[src/rtl/decim_pkg.sv]
package decim_pkg;
  // Strobes handed from the control half to the datapath half
  typedef struct packed {
    logic addEn;    // fold the current weighted sample into the sum
    logic closeEn;  // latch a result and restart the sum
  } decimStrobes_t;
endpackage

[src/rtl/decim_ctrl.sv]
module decim_ctrl
  import decim_pkg::*;
(
  input  logic          clk,
  input  logic          rstN,
  input  logic          sampleValid,
  input  logic          intervalPulse,
  output decimStrobes_t strobes,
  output logic          resultValid
);
  always_comb begin
    strobes.addEn   = sampleValid;
    strobes.closeEn = intervalPulse;
  end

  // Valid follows a close by one edge, for exactly one cycle
  always_ff @(posedge clk) begin
    if (!rstN) resultValid <= 1'b0;
    else       resultValid <= intervalPulse;
  end
endmodule

[src/rtl/decim_datapath.sv]
module decim_datapath
  import decim_pkg::*;
#(
  parameter int SAMPLE_W = 10,
  parameter int WEIGHT_W = 8,
  parameter int ACC_W    = 32,
  parameter int OUT_W    = 24,
  parameter int SHIFT_W  = 4
) (
  input  logic                       clk,
  input  logic                       rstN,
  input  decimStrobes_t              strobes,
  input  logic signed [SAMPLE_W-1:0] sampleIn,
  input  logic        [WEIGHT_W-1:0] weight,
  input  logic        [SHIFT_W-1:0]  shiftAmt,
  output logic signed [OUT_W-1:0]    resultOut
);
  localparam int PROD_W = SAMPLE_W + WEIGHT_W + 1;
  localparam int EXT_W  = ACC_W - PROD_W;
  localparam logic signed [ACC_W-1:0] MAX_V = {{(ACC_W-OUT_W+1){1'b0}}, {(OUT_W-1){1'b1}}};
  localparam logic signed [ACC_W-1:0] MIN_V = ~MAX_V;

  logic signed [PROD_W-1:0] prod;
  logic signed [ACC_W-1:0]  prodExt;
  logic signed [ACC_W-1:0]  accReg;
  logic signed [ACC_W-1:0]  sumNow;
  logic signed [ACC_W-1:0]  shifted;
  logic signed [OUT_W-1:0]  clamped;

  always_comb begin
    // Zero-extended weight keeps it non-negative in a signed multiply
    prod    = sampleIn * $signed({1'b0, weight});
    prodExt = {{EXT_W{prod[PROD_W-1]}}, prod};
    sumNow  = accReg + (strobes.addEn ? prodExt : '0);
    shifted = sumNow >>> shiftAmt;
    if (shifted > MAX_V)      clamped = MAX_V[OUT_W-1:0];
    else if (shifted < MIN_V) clamped = MIN_V[OUT_W-1:0];
    else                      clamped = shifted[OUT_W-1:0];
  end

  always_ff @(posedge clk) begin
    if (!rstN) begin
      accReg    <= '0;
      resultOut <= '0;
    end else if (strobes.closeEn) begin
      accReg    <= '0;
      resultOut <= clamped;
    end else if (strobes.addEn) begin
      accReg    <= sumNow;
    end
  end
endmodule

[src/rtl/block_avg_decim.sv]
module block_avg_decim
  import decim_pkg::*;
#(
  parameter int SAMPLE_W = 10,
  parameter int WEIGHT_W = 8,
  parameter int ACC_W    = 32,
  parameter int OUT_W    = 24,
  parameter int SHIFT_W  = 4
) (
  input  logic                       clk,
  input  logic                       rstN,
  input  logic signed [SAMPLE_W-1:0] sampleIn,
  input  logic                       sampleValid,
  input  logic        [WEIGHT_W-1:0] weight,
  input  logic                       intervalPulse,
  input  logic        [SHIFT_W-1:0]  shiftAmt,
  output logic signed [OUT_W-1:0]    resultOut,
  output logic                       resultValid
);
  decimStrobes_t strobes;

  decim_ctrl ctrl_i (
    .clk          (clk),
    .rstN         (rstN),
    .sampleValid  (sampleValid),
    .intervalPulse(intervalPulse),
    .strobes      (strobes),
    .resultValid  (resultValid)
  );

  decim_datapath #(
    .SAMPLE_W(SAMPLE_W), .WEIGHT_W(WEIGHT_W), .ACC_W(ACC_W),
    .OUT_W(OUT_W), .SHIFT_W(SHIFT_W)
  ) dp_i (
    .clk      (clk),
    .rstN     (rstN),
    .strobes  (strobes),
    .sampleIn (sampleIn),
    .weight   (weight),
    .shiftAmt (shiftAmt),
    .resultOut(resultOut)
  );
endmodule

[config.mk]
export PLATFORM = sky130hd
export DESIGN_NAME = block_avg_decim
export DESIGN_NICKNAME = d
export VERILOG_FILES = /design/src/rtl/decim_pkg.sv /design/src/rtl/decim_ctrl.sv /design/src/rtl/decim_datapath.sv /design/src/rtl/block_avg_decim.sv
export SDC_FILE = /design/constraint.sdc
export NUM_CORES = 1
export LEC_CHECK = 0
export BUFFER_PORTS_ARGS = -buffer_cell sky130_fd_sc_hd__buf_4
export CORE_MARGIN = 2
export CORE_UTILIZATION = 58
export DETAILED_ROUTE_END_ITERATION = 12
export PLACE_DENSITY = 0.82
export SETUP_SLACK_MARGIN = 0.05
export SLEW_MARGIN = 15
export SYNTH_ARGS = -nofsm -noshare
export SYNTH_HDL_FRONTEND = slang
export SYNTH_SLANG_ARGS = --single-unit
[constraint.sdc]
create_clock -name clk -period 9.5 [get_ports clk]
set_input_delay 1.9 -clock clk [delete_from_list [all_inputs] [get_ports clk]]
set_output_delay 1.9 -clock clk [all_outputs]
set_load 0.02 [all_outputs]
==> metrics.txt, run 1 <==
Vert. Die Dim=128.5 µm; Fin Hold WS=484.9 ps; Longest Clk Path Bufs=2; worst hold path startpoint=dp_i.accReg[2]; Hold Path Class=register to register; DR WL/cell=17.94 µm; # fillers=1,117; Worst R2R Start=dp_i.accReg[0]; critical path's slowest cell=fa_1; Hold Path Sink=dp_i.accReg[2]; vias in the first global route=8,043; drt pass-1 iters=5; placed cell area=0.009948 mm²; setup_tns=0 ps; crit-path max FO=10; Initial Util=59.17%; total core area=0.01520 mm²; WP data arrival=9540 ps; Reg2Reg Setup Slack=5100 ps; FP Rows=45; die width=128.5 µm; f_max=0.1073 GHz; EDFF count, synth=0; syn avg cell area=8.200 µm²; nets=1,340; DRC viols=0; Syn Inst Count=1,097; clk sinks=57; largest stage delay on the critical path=590 ps; Routed Wire Length=24,570 µm; TritonCTS Buffers=9; min Tclk post-route=9319 ps; worst reg2reg endpoint=dp_i.resultOut[10]; CP Data Required Time=9720 ps; synthesized area=0.008995 mm²; PnR worst setup slack=180.5 ps; Non-Filler Instances=1,370; ANT cells=0; Die ar.=0.01652 mm²; Setup WS pre-CTS=-194.8 ps; ys flop type=dfxtp_1; Detail Route Antenna Nets=0; largest net degree at the start of global routing=40; area of the multi-input gates=0.007585 mm²; Synth cell types=76; detailed router's first-iteration violation count=606; Crit. End Element=register; Skew-Pair Late Insertion Delay=350 ps; CP Class=input port to register; clk slew on worst S/H paths=60 ps; ratio of cells with drive above 1 in the final layout=24.79%; PD cells=419.4 mW/mm²; finished layout cell area=0.01080 mm²; final core utilization=71.06%; total number of yosys warnings=0; status=finished, final reports clean; Final Hold Viols=0; Slew HR=32.72%; Synth Register Bits=57; register area share after synthesis=12.69%; Area Overhead vs Synth=20.10%; Post-synth ARST share=0%; vias post-DR=8,431; number of placed instances, taps included=1,337; first-pass GRT wire length=38,100 µm; DP Wirelength=18,070 µm; element type at the critical path start=input port; final slew viol count=0; GRT Total Usage=28.59%; Worst Tran Pin Value=1003 ps; CTS tree=done; Fin Clk Skew=8.962 ps; VDD IR max=0.2220 mV; H-tree depth=3; Tot Pwr=4.531 mW; setup violators final=0; Mapped Nets=1,259; Ports=51; hold path cells=2; Sequential Area=0.001141 mm²; PortBufs=50; reg2reg path depth=13; Final GP Congestion=0.9649; Leak Pwr=4.932 nW; Tcrit/Tclk final=98.10%; initial antenna violation count=0; Via density=6.154; CTS root buffer=clkbuf_16; Max-cap violations=0; GRT overflow=0
[placed cells by master (no fill, tap or decap), types with 6 or more instances in the layout]
cell,n
nand2_1,91
o211ai_1,8
xnor2_1,28
nor2_1,98
ha_1,55
dfxtp_1,57
o22ai_2,19
mux2_2,15
fa_1,67
mux2i_1,48
nand4_1,9
o21a_1,15
a31oi_1,6
xor2_1,20
clkbuf_16,10
a211o_1,9
mux4_2,15
inv_2,6
nand3_1,6
a21oi_2,12
o21bai_1,6
o21ai_0,47
a21oi_1,45
or2_2,6
nor3_1,11
buf_4,121
a211oi_1,16
or3_1,6
and2_1,50
a21o_1,15
inv_1,120
ha_4,10
[worst max path at each step]
stage,slack [ps],endpoint,start
after floorplan,50,dp_i.resultOut[21],weight[2]
after global placement,-80,dp_i.resultOut[17],weight[2]
after detailed placement,-190,dp_i.resultOut[17],weight[2]
after CTS,90,dp_i.resultOut[17],weight[2]
after global routing,-90,dp_i.resultOut[10],weight[3]
final,180,dp_i.resultOut[10],weight[3]
[synth_stat cells (4+ instances only)]
cell | instances | area [µm²]
a211o_1 | 9 | 78.83
a211oi_1 | 20 | 150.1
a21o_1 | 15 | 112.6
a21oi_1 | 61 | 305.3
a31oi_1 | 7 | 43.79
and2_1 | 53 | 331.6
buf_1 | 8 | 30.03
clkbuf_1 | 47 | 176.4
dfxtp_1 | 57 | 1141
fa_1 | 67 | 1341
ha_1 | 69 | 863.3
inv_1 | 126 | 473.0
mux2_2 | 15 | 168.9
mux2i_1 | 50 | 500.5
mux4_2 | 15 | 337.8
nand2_1 | 96 | 360.4
nand2b_1 | 5 | 31.28
nand3_1 | 6 | 30.03
nand4_1 | 9 | 56.30
nor2_1 | 100 | 375.4
nor2b_1 | 5 | 31.28
nor3_1 | 12 | 60.06
nor4_1 | 8 | 50.05
o211a_1 | 4 | 40.04
o211ai_1 | 8 | 60.06
o21a_1 | 15 | 112.6
o21ai_0 | 54 | 270.3
o21ai_1 | 4 | 20.02
o21bai_1 | 6 | 45.04
o22ai_1 | 6 | 37.54
o22ai_2 | 18 | 225.2
or2_2 | 7 | 43.79
or3_1 | 6 | 37.54
xnor2_1 | 29 | 254.0
xor2_1 | 21 | 183.9
[per-layer routing]
| layer | vias to the layer above | global-route usage, % | share of wire (%) |
|---|---|---|---|
| met3 | 78 | 3.160 | 5.0 |
| met2 | 320 | 51.56 | 50 |
| met1 | 4062 | 35.25 | 41 |
| li1 | 3971 | - | - |
| met5 | - | 0 | 0 |
| met4 | 0 | 10.74 | 3.9 |
[flip-flops by register name, summed over array words and instances, names as in the netlist]
| signal | flops |
|---|---|
| dp_i.resultOut | 24 |
| dp_i.accReg | 32 |
| ctrl_i.resultValid | 1 |
[power by group]
| group | switching [mW] | leakage, nW | total, mW | internal, mW |
|---|---|---|---|---|
| Clock | 0.128 | 0.144 | 0.336 | 0.208 |
| Combinational | 2.09 | 4.32 | 3.84 | 1.75 |
| Sequential | 0.0427 | 0.469 | 0.354 | 0.311 |
[kinds of logic (layout without fill, tap and decap cells)]
family | count (synthesis) | in the layout | synth area share (%)
simple gates | 320 | 320 | 16.87
flops | 57 | 57 | 12.69
fa+ha+maj | 136 | 136 | 24.51
compound gates | 265 | 265 | 21.44
xor+xnor | 50 | 50 | 4.869
buf+inv | 188 | 273 | 8.137
mux | 81 | 81 | 11.49
[layout make-up]
cell class | instances | area share [%]
tap | 188 | 2.177
multi-input combinational | 852 | 70.21
inverter | 127 | 4.413
clock inverter | 5 | 0.5212
timing repair buffer | 131 | 9.903
clock buffer | 10 | 2.212
sequential | 57 | 10.56
[critical path, delay by kind of cell]
family,cells,cell delay [ps]
mux,2,810
compound gates,8,1800
xor+xnor,1,160
simple gates,6,1210
fa+ha+maj,6,2640
buf+inv,9,1010
[what timing repair did]
| action | in CTS | in global routing |
|---|---|---|
| buffers inserted | 0 | 16 |
| hold endpoints to repair | 0 | 0 |
| endpoints found under the setup margin | 0 | 23 |
| hold buffers | 0 | 0 |
| gates resized for setup | 0 | 90 |
Note: power is estimated with default switching activity, not from simulation.
==> inputs of run 2 (changes only) <==
--- a/config.mk
+++ b/config.mk
@@ -5,13 +5,17 @@
 export SDC_FILE = /design/constraint.sdc
 export NUM_CORES = 1
 export LEC_CHECK = 0
+export ABC_AREA = 1
 export BUFFER_PORTS_ARGS = -buffer_cell sky130_fd_sc_hd__buf_4
+export CELL_PAD_IN_SITES_DETAIL_PLACEMENT = 2
+export CELL_PAD_IN_SITES_GLOBAL_PLACEMENT = 2
 export CORE_MARGIN = 2
-export CORE_UTILIZATION = 58
+export CORE_UTILIZATION = 31
 export DETAILED_ROUTE_END_ITERATION = 12
-export PLACE_DENSITY = 0.82
+export PLACE_DENSITY = 0.81
 export SETUP_SLACK_MARGIN = 0.05
 export SLEW_MARGIN = 15
 export SYNTH_ARGS = -nofsm -noshare
 export SYNTH_HDL_FRONTEND = slang
+export SYNTH_HIERARCHICAL = 1
 export SYNTH_SLANG_ARGS = --single-unit
==> metrics.txt, run 2 <==
largest net degree at the start of global routing=50; Reg2Reg Setup Slack=5780 ps; Area Overhead vs Synth=12.89%; met1 Resource Use GR=27.03%; layer with the highest usage=met2; status=finished, final reports clean; setup violators final=0; crit-path max FO=11; reg2reg path depth=22; Crit. End Element=register; DRC viols=0; min Tclk post-route=9089 ps; die width=177.3 µm; PnR worst setup slack=411.3 ps; initial antenna violation count=0; Fin Clk Skew=12.85 ps; most common cell in the netlist=nand2_1; ys flop type=dfxtp_1; Initial Util=31.40%; # fillers=3,740; Worst R2R Start=dp_i/accReg[0]; final slew viol count=0; commonest non-fill, non-tap cells in the layout=nand2_1, inv_1, nand3_1, nor2_1, o21ai_0; Syn Inst Count=1,528; Via density=5.071; vias post-DR=9,797; WP data arrival=9380 ps; Skew-Pair Late Insertion Delay=350 ps; ratio of cells with drive above 1 in the final layout=11.35%; syn avg cell area=6.091 µm²; top cell type's share of synthesized area=17.42%; placed cell area=0.009906 mm²; Slew HR=33.15%; CP Data Required Time=9790 ps; Mapped Nets=1,690; total core area=0.02964 mm²; finished layout cell area=0.01051 mm²; Synth Register Bits=57; Leak Pwr=5.982 nW; Vert. Die Dim=177.3 µm; most common library cells after synthesis=nand2_1, inv_1, nand3_1; synth top area cells=nand2_1, fa_1, dfxtp_1, inv_1, ha_1; Final Hold Viols=0; VDD IR max=0.08478 mV; Hold Path Class=register to register; DR WL/cell=17.39 µm; element type at the critical path start=input port; biggest area consumer among synthesized cells=nand2_1; Setup WS pre-CTS=-240.1 ps; GRT overflow=0; drt pass-1 iters=4; Post-CTS Hold Buffers=0; Longest Clk Path Bufs=2; ANT cells=0; synthesized area=0.009308 mm²; FP Rows=63; nets=1,699; H-tree depth=3; Hold Path Sink=dp_i/accReg[0]; worst hold path startpoint=dp_i/accReg[0]; Tcrit/Tclk final=95.67%; first-pass GRT wire length=53,850 µm; GRT met2 Usage=38.57%; GRT Total Usage=21.25%; Routed Wire Length=33,590 µm; register area share after synthesis=12.26%; clk slew on worst S/H paths=60 ps; clk sinks=57; most common cell after layout, fill and taps aside=nand2_1; PortBufs=50; Synth cell types=48; Largest Register=dp_i/accReg; EDFF count, synth=0; TritonCTS Buffers=9; largest stage delay on the critical path=590 ps; PD cells=308.3 mW/mm²; met3 usage=2.105%; CTS root buffer=clkbuf_16; top flop regs=dp_i/accReg x32, dp_i/resultOut x24, ctrl_i/resultValid x1; worst reg2reg endpoint=dp_i/resultOut[19]; CTS tree=done; DP Wirelength=26,500 µm; Detail Route Antenna Nets=0; Ports=51; Die ar.=0.03143 mm²; detailed router's first-iteration violation count=297; max FFs per register=32; Final GP Congestion=0.8883; f_max=0.1100 GHz; most frequent CP cell=nand2_1; Max-cap violations=0; critical path's slowest cell=fa_1; Worst Tran Pin Value=1002 ps; vias in the first global route=10,680; hold path cells=2; Post-synth ARST share=0%; CP Class=input port to register; total number of yosys warnings=6
==> run 2: cell types whose count changed after synthesis, sizes merged, moves of 47 or more <==
cell / before / now
mux2i: 50 / 3
nand2: 96 / 463
inv: 126 / 304
and2: 53 / 1
nand3: 6 / 144
==> run 2: what timing repair did <==
item | in CTS | in global routing
resized for setup | 0 | 51
setup endpoints to repair | 0 | 23
buffers inserted | 0 | 5
==> run 2: logic make-up (layout without fill, tap and decap cells) <==
family	after synthesis	after routing	synth area share, %
buffers and inverters	372	383	15.62
adder cells (fa/ha/maj)	136	136	23.69
multiplexers	3	3	0.3226
AO/OA/AOI/OAI	186	186	11.45
XOR/XNOR	22	22	2.070
flip-flops	57	57	12.26
AND/OR/NAND/NOR	752	755	34.59
==> run 2: per-stage QoR <==
step | std cells | hold slack [ps] | TNS [ps] | utilization, % | power [mW]
after floorplan | 1528 | 445.3 | 0 | - | 2.068
after global placement | 1907 | 441.4 | -926.9 | 33.42 | 2.597
after detailed placement | 1907 | 465.0 | -4937 | 33.42 | 2.703
after CTS | 1923 | 474.7 | 0 | 34.37 | 3.050
after global routing | 1932 | 504.8 | -3868 | 35.45 | 3.603
final | 1932 | 469.2 | 0 | 35.45 | 3.239
==> run 2: worst max path at each step <==
stage	from	endpoint	slack, ps
after global placement	weight[2]	dp_i/resultOut[4]	-50
final	weight[2]	dp_i/resultOut[13]	410
after global routing	weight[2]	dp_i/resultOut[13]	-190
after floorplan	weight[0]	dp_i/resultOut[15]	1210
after detailed placement	weight[2]	dp_i/resultOut[5]	-240
after CTS	weight[2]	dp_i/resultOut[14]	70
==> run 2: worst max-delay path, delay by kind of cell <==
family / cells / cell delay (ps)
adder cells (fa/ha/maj): 6 / 2550
XOR/XNOR: 1 / 180
AO/OA/AOI/OAI: 6 / 1140
buffers and inverters: 6 / 520
AND/OR/NAND/NOR: 33 / 3080
==> run 2: final cells by class <==
type / count / area (µm²) / share of cell area, %
sequential: 57 / 1141 / 10.86
tap: 390 / 488.0 / 4.644
multi-input combinational: 1102 / 6972 / 66.35
clock inverter: 6 / 42.54 / 0.4049
timing repair inverter: 1 / 7.507 / 0.07145
clock buffer: 10 / 239.0 / 2.274
inverter: 306 / 1155 / 10.99
timing repair buffer: 60 / 462.9 / 4.406
==> run 2: where the power goes <==
group	switching [mW]	internal (mW)
logic	1.76	0.852
clock network	0.135	0.184
registers	0.0278	0.285
==> run 2: per-layer routing <==
metal  vias up  routed length (µm)
met5         -                   0
met4         0                 584
met3        37                 689
met2       125               17030
met1      4893               15290
li1       4742                   -
